==> src/rtl/ioredir_pkg.sv <==
package ioredir_pkg;

    // Bus offsets (low address byte)
    localparam logic [7:0] OFF_SEL = 8'h00;
    localparam logic [7:0] OFF_WIN = 8'h10;

    // Select codes
    localparam logic [7:0] SEL_ID   = 8'h00;
    localparam logic [7:0] SEL_VER  = 8'h01;
    localparam logic [7:0] SEL_ARB  = 8'h02;
    localparam logic [7:0] SEL_TBL0 = 8'h10;

    // Lower-half bit positions
    localparam int B_STATUS = 12;
    localparam int B_PEND   = 14;
    localparam int B_TRIG   = 15;
    localparam int B_MASK   = 16;

    localparam logic [31:0] LO_RO_BITS = (32'd1 << B_STATUS) | (32'd1 << B_PEND);
    localparam logic [31:0] LO_RESET   = 32'd1 << B_MASK;

    localparam logic [7:0] VERSION_CODE = 8'h11;

    typedef enum logic [2:0] {
        K_ID,
        K_VER,
        K_ARB,
        K_ENTRY,
        K_BAD
    } win_kind_e;

    typedef enum logic [0:0] {
        ACC_IDLE,
        ACC_RDATA
    } acc_state_e;

endpackage

==> src/rtl/ioredir_decode.sv <==
module ioredir_decode
    import ioredir_pkg::*;
#(
    parameter int PINS  = 24,
    parameter int IDX_W = $clog2(PINS)
) (
    input  logic [7:0]       off,
    input  logic [7:0]       sel,
    output logic             hit_sel,
    output logic             hit_win,
    output win_kind_e        kind,
    output logic [IDX_W-1:0] idx,
    output logic             upper
);

    logic [7:0] raw_idx;

    assign hit_sel = (off == OFF_SEL);
    assign hit_win = (off == OFF_WIN);
    assign raw_idx = 8'(sel - SEL_TBL0) >> 1;
    assign idx     = raw_idx[IDX_W-1:0];
    assign upper   = sel[0];

    always_comb begin
        unique case (sel)
            SEL_ID:  kind = K_ID;
            SEL_VER: kind = K_VER;
            SEL_ARB: kind = K_ARB;
            default: begin
                if (sel >= SEL_TBL0 && int'(raw_idx) < PINS)
                    kind = K_ENTRY;
                else
                    kind = K_BAD;
            end
        endcase
    end

endmodule

==> src/rtl/ioredir_table.sv <==
module ioredir_table
    import ioredir_pkg::*;
#(
    parameter int PINS  = 24,
    parameter int IDX_W = $clog2(PINS)
) (
    input  logic                  clk,
    input  logic                  rst_n,
    input  logic                  tbl_wr,
    input  logic [IDX_W-1:0]      tbl_idx,
    input  logic                  tbl_upper,
    input  logic [31:0]           tbl_wdata,
    input  logic [PINS-1:0]       pend_set,
    output logic [PINS-1:0][31:0] lo_word,
    output logic [PINS-1:0][31:0] hi_word,
    output logic [PINS-1:0]       pend,
    output logic                  mchg_valid,
    output logic [IDX_W-1:0]      mchg_pin,
    output logic                  ewr_valid,
    output logic [IDX_W-1:0]      ewr_pin
);

    always_ff @(posedge clk) begin
        if (!rst_n) begin
            for (int i = 0; i < PINS; i++) begin
                lo_word[i] <= LO_RESET;
                hi_word[i] <= '0;
            end
            pend       <= '0;
            mchg_valid <= 1'b0;
            mchg_pin   <= '0;
            ewr_valid  <= 1'b0;
            ewr_pin    <= '0;
        end else begin
            pend       <= pend | pend_set;
            mchg_valid <= 1'b0;
            ewr_valid  <= 1'b0;
            if (tbl_wr) begin
                ewr_valid <= 1'b1;
                ewr_pin   <= tbl_idx;
                if (tbl_upper) begin
                    hi_word[tbl_idx] <= tbl_wdata;
                end else begin
                    lo_word[tbl_idx] <= tbl_wdata & ~LO_RO_BITS;
                    pend[tbl_idx]    <= 1'b0;
                    if (tbl_wdata[B_MASK] != lo_word[tbl_idx][B_MASK]) begin
                        mchg_valid <= 1'b1;
                        mchg_pin   <= tbl_idx;
                    end
                end
            end
        end
    end

endmodule

==> src/rtl/ioredir_regs.sv <==
module ioredir_regs
    import ioredir_pkg::*;
#(
    parameter int PINS   = 24,
    parameter int ADDR_W = 12,
    parameter int IDX_W  = $clog2(PINS)
) (
    input  logic                clk,
    input  logic                rst_n,
    input  logic                bus_wr,
    input  logic                bus_rd,
    input  logic [ADDR_W-1:0]   bus_addr,
    input  logic [31:0]         bus_wdata,
    output logic [31:0]         bus_rdata,
    output logic                bus_rvalid,
    input  logic [PINS-1:0]     pend_set,
    output logic [PINS*8-1:0]   ent_vector,
    output logic [PINS*3-1:0]   ent_dmode,
    output logic [PINS-1:0]     ent_destmode,
    output logic [PINS*8-1:0]   ent_dest,
    output logic [PINS-1:0]     ent_trig,
    output logic [PINS-1:0]     ent_mask,
    output logic [PINS-1:0]     ent_pend,
    output logic                mchg_valid,
    output logic [IDX_W-1:0]    mchg_pin,
    output logic                ewr_valid,
    output logic [IDX_W-1:0]    ewr_pin
);

    localparam logic [31:0] VER_WORD = {8'h00, 8'(PINS - 1), 8'h00, VERSION_CODE};

    logic [7:0]             sel_q;
    logic [3:0]             id_q;
    acc_state_e             state_q, state_d;
    logic                   hit_sel, hit_win, upper;
    win_kind_e              kind;
    logic [IDX_W-1:0]       idx;
    logic                   tbl_wr;
    logic [PINS-1:0][31:0]  lo_word, hi_word;
    logic [31:0]            rd_word;

    ioredir_decode #(.PINS(PINS), .IDX_W(IDX_W)) u_dec (
        .off     (bus_addr[7:0]),
        .sel     (sel_q),
        .hit_sel (hit_sel),
        .hit_win (hit_win),
        .kind    (kind),
        .idx     (idx),
        .upper   (upper)
    );

    assign tbl_wr = bus_wr && hit_win && (kind == K_ENTRY);

    ioredir_table #(.PINS(PINS), .IDX_W(IDX_W)) u_tbl (
        .clk        (clk),
        .rst_n      (rst_n),
        .tbl_wr     (tbl_wr),
        .tbl_idx    (idx),
        .tbl_upper  (upper),
        .tbl_wdata  (bus_wdata),
        .pend_set   (pend_set),
        .lo_word    (lo_word),
        .hi_word    (hi_word),
        .pend       (ent_pend),
        .mchg_valid (mchg_valid),
        .mchg_pin   (mchg_pin),
        .ewr_valid  (ewr_valid),
        .ewr_pin    (ewr_pin)
    );

    // Select and ID registers
    always_ff @(posedge clk) begin
        if (!rst_n) begin
            sel_q <= '0;
            id_q  <= '0;
        end else if (bus_wr) begin
            if (hit_sel)
                sel_q <= bus_wdata[7:0];
            else if (hit_win && kind == K_ID)
                id_q <= bus_wdata[27:24];
        end
    end

    // Read multiplexer
    always_comb begin
        rd_word = '0;
        if (hit_sel) begin
            rd_word = {24'd0, sel_q};
        end else if (hit_win) begin
            unique case (kind)
                K_ID, K_ARB: rd_word = {4'd0, id_q, 24'd0};
                K_VER:       rd_word = VER_WORD;
                K_ENTRY: begin
                    if (upper)
                        rd_word = hi_word[idx];
                    else
                        rd_word = lo_word[idx] | ({31'd0, ent_pend[idx]} << B_PEND);
                end
                default:     rd_word = '1;
            endcase
        end
    end

    // Access state machine: next state
    always_comb begin
        state_d = state_q;
        unique case (state_q)
            ACC_IDLE:  state_d = bus_rd ? ACC_RDATA : ACC_IDLE;
            ACC_RDATA: state_d = bus_rd ? ACC_RDATA : ACC_IDLE;
            default:   state_d = ACC_IDLE;
        endcase
    end

    // Access state machine: state register and read data
    always_ff @(posedge clk) begin
        if (!rst_n) begin
            state_q   <= ACC_IDLE;
            bus_rdata <= '0;
        end else begin
            state_q <= state_d;
            if (bus_rd)
                bus_rdata <= rd_word;
        end
    end

    // Access state machine: outputs
    always_comb begin
        unique case (state_q)
            ACC_RDATA: bus_rvalid = 1'b1;
            default:   bus_rvalid = 1'b0;
        endcase
    end

    // Decoded per-entry fields
    for (genvar g = 0; g < PINS; g++) begin : g_fields
        assign ent_vector[g*8 +: 8]  = lo_word[g][7:0];
        assign ent_dmode[g*3 +: 3]   = lo_word[g][10:8];
        assign ent_destmode[g]       = lo_word[g][11];
        assign ent_trig[g]           = lo_word[g][B_TRIG];
        assign ent_mask[g]           = lo_word[g][B_MASK];
        assign ent_dest[g*8 +: 8]    = hi_word[g][31:24];
    end

endmodule

==> config.mk <==
export PLATFORM = sky130hd
export DESIGN_NAME = ioredir_regs
export DESIGN_NICKNAME = d
export VERILOG_FILES = /design/src/rtl/ioredir_pkg.sv /design/src/rtl/ioredir_decode.sv /design/src/rtl/ioredir_table.sv /design/src/rtl/ioredir_regs.sv
export SDC_FILE = /design/constraint.sdc
export NUM_CORES = 2
export LEC_CHECK = 0
export BUFFER_PORTS_ARGS = -buffer_cell sky130_fd_sc_hd__buf_2
export CORE_ASPECT_RATIO = 0.8
export CORE_MARGIN = 2
export CORE_UTILIZATION = 35
export CTS_CLUSTER_SIZE = 16
export DETAILED_ROUTE_END_ITERATION = 7
export MAX_ROUTING_LAYER = met4
export SYNTH_ARGS = -nofsm -noshare
export SYNTH_HDL_FRONTEND = slang
export SYNTH_SLANG_ARGS = --single-unit
==> constraint.sdc <==
create_clock -name clk -period 4.98 [get_ports clk]
set_input_delay 0.996 -clock clk [delete_from_list [all_inputs] [get_ports clk]]
set_output_delay 0.996 -clock clk [all_outputs]
set_load 0.01 [all_outputs]
==> summary.txt <==
Die ar. - 220,000 sq um
# DRC - 0
DR vias - 60,361
Async S/R FF share, synth - 0%
post-route cell area - 82,800 sq um
Longest Clk Path Bufs - 4
post-DP HPWL - 178,000 microns
final setup vio count - 0
EDFF count, synth - 0
Crit-path slowest cell - dfxtp_4
FILL cells - 20,714
Pre-antenna DRT Iters - 5
sequential fraction of the synthesis area - 41.5%
Fin. Hold Viols - 0
leakage - 0.0334 uW
Post-Synthesis Mean Instance Area - 9.75 sq um
global placement routability congestion - 0.900
unrepaired setup endpoints after global routing - no
vias in the first global route - 58,011
minimum clock period - 3.91 ns
Initial Util - 35.2%
row cnt - 152
measured slew at the worst slew-check pin - 1.44 ns
clk root buf - clkbuf_16
flip-flop and latch count after synthesis - 1,569
Synth cell types - 58
Pwr per Cell Area - 321 nW/um^2
crit-path cells - clkinv_2 > buf_4 > ha_1 > inv_1 > nand2_1 > o22ai_1 > nor2_1 > mux2i_1 > buf_4 > mux2i_1
Resized Gates After CTS - 0
Final WS setup - 1.07 ns
post-CTS setup buffers - 0
Syn Inst Count - 7,755
DR iter-0 viols - 6,978
WL met3 - 24,700 microns
Metal-1 WL - 117,000 microns
hold buffers post-CTS - 0
Peak Freq - 256 MHz
commonest non-fill, non-tap cell in the layout - dfxtp_1
Power Total - 26,600 uW
clk_skew - 0.0801 ns
Worst Hold Slack - 0.434 ns
Final Max Slew Viols - 0
htree depth - 4
number of max-cap violations - 0
Setup WS pre-CTS - 0.628 ns
fin nets - 7,448
setup TNS - 0 ns
startpoint types - flip-flop
delay-heaviest family, CP - buffers and inverters
wire per inst - 27.5 microns
Worst Setup Path Type - reg -> reg
pin count of the biggest net entering global routing - 199
met2 WL - 127,000 microns
Detail Route Antenna Nets - 0
CTS tree - done
Critical Path RT - 5.75 ns
cell area after placement - 77,000 sq um
total gr overflow - 0
synthesized area - 75,600 sq um
Synth Warn # - 0
most frequent cells in the layout - dfxtp_1, nand2_1, mux2i_1
GRT Total Usage - 25.6%
post-synth net total - 7,832
Clk Latency, worst-skew pair - 0.88 ns
Layout Area Growth over Synthesis - 9.45%
first-pass GRT wire length - 408,000 microns
die height - 420 microns
outcome - finished, final reports clean
critical path arrival - 4.68 ns
vias per inst - 5.83
Highest Signal Layer - met4
Worst Hold Class - in -> reg
clk slew on worst S/H paths - 0.08 ns
Worst Path Max Fanout - 31
Most used DFF post-synth - dfxtp_1
VDD IR max - 278 uV
CP Capture Type - flip-flop
CP max stage delay - 0.72 ns
io pins - 669
initial antenna violation count - 31
share of cells above drive strength 1 - 21.2%
IO buf count - 664
slew margin rel. - 3.87%
Die Span X - 524 microns
clock sinks - 1,569
CTS buffer count - 179
final WL - 285,000 microns
period utilisation layout - 78.5%
CP bufs+invs - 4
core area - 215,000 sq um
==> metal layers <==
metal,global-route usage (%),vias to the layer above
li1,-,26186
met1,33.5,30554
met2,38.3,3008
met3,4.83,613
met4,12.0,0
met5,-,-
==> power breakdown <==
part / switching [uW] / total (uW) / internal, uW / leakage [uW]
combinational: 554 / 727 / 172 / 0.0179
clock: 5630 / 13300 / 7660 / 0.00280
sequential: 16.8 / 12600 / 12600 / 0.0126
total: 6210 / 26600 / 20400 / 0.0334
==> Yosys cell counts, drive strengths merged (10+ instances only) <==
master,n,share of area [%]
o211ai,15,0.15
nor4,20,0.19
inv,12,0.060
nand3,790,5.3
nor3,10,0.073
dfxtp,1569,42
o21ai,784,5.2
mux2,15,0.22
clkbuf,617,3.1
mux4,414,12
nor2,40,0.20
nand2,914,4.5
nor2b,47,0.39
buf,787,7.0
a21boi,704,7.0
a31oi,24,0.20
mux2i,853,11
a21oi,48,0.32
a211oi,14,0.14
==> worst paths after layout <==
kind / startpoint / to / slack [ns] / cells past startpoint
max: sel_q[4] / u_tbl.mchg_pin[4] / 1.07 / 10
min: pend_set[12] / u_tbl.pend[12] / 0.43 / 3
max reg2reg: sel_q[4] / u_tbl.mchg_pin[4] / 1.07 / 10
min reg2reg: u_tbl.hi_word[334] / u_tbl.hi_word[334] / 0.46 / 2
==> cell type report <==
| cell class | instances | area (sq um) | share of cell area [%] |
|---|---|---|---|
| diodes | 15 | 37.5 | 0.0454 |
| flip-flops and latches | 1569 | 31400 | 38.0 |
| clock inverters | 54 | 648 | 0.783 |
| repair buffers | 839 | 5250 | 6.34 |
| clock buffers | 254 | 5070 | 6.13 |
| inverters | 12 | 46.3 | 0.0559 |
| multi-input cells | 4770 | 36700 | 44.4 |
| well taps | 2849 | 3560 | 4.31 |
==> through the flow <==
stage / instances / util [%]
3_3_place_gp: 10039 / 35.9
3_5_place_dp: 10039 / 35.9
2_1_floorplan: 7755 / -
6_report: 10362 / 38.5
4_1_cts: 10347 / 38.5
5_1_grt: 10359 / 38.5
==> cells by family after synthesis <==
logic type      count (synthesis)  share of synthesized area, %
mux                          1282                          23.8
simple gates                 1852                          11.0
flops                        1569                          41.5
buf+inv                      1416                          10.1
compound gates               1630                          13.4
xor+xnor                        1                        0.0116
fa+ha+maj                       5                        0.0827
==> worst register-to-register path, delay by kind of cell (launching register included) <==
family,cells,cell delay [ns]
fa+ha+maj,1,0.56
simple gates,2,0.80
mux,2,0.65
flops,1,0.72
compound gates,1,0.15
buf+inv,4,1.00
==> flip-flops by register name (all words and copies together) (netlist names) <==
name,count
u_tbl.hi_word,768
u_tbl.lo_word,720
bus_rdata,32
u_tbl.pend,24
sel_q,8
u_tbl.ewr_pin,5
u_tbl.mchg_pin,5
id_q,4
state_q,1
u_tbl.ewr_valid,1
u_tbl.mchg_valid,1
Note: power is estimated with default switching activity, not from simulation.
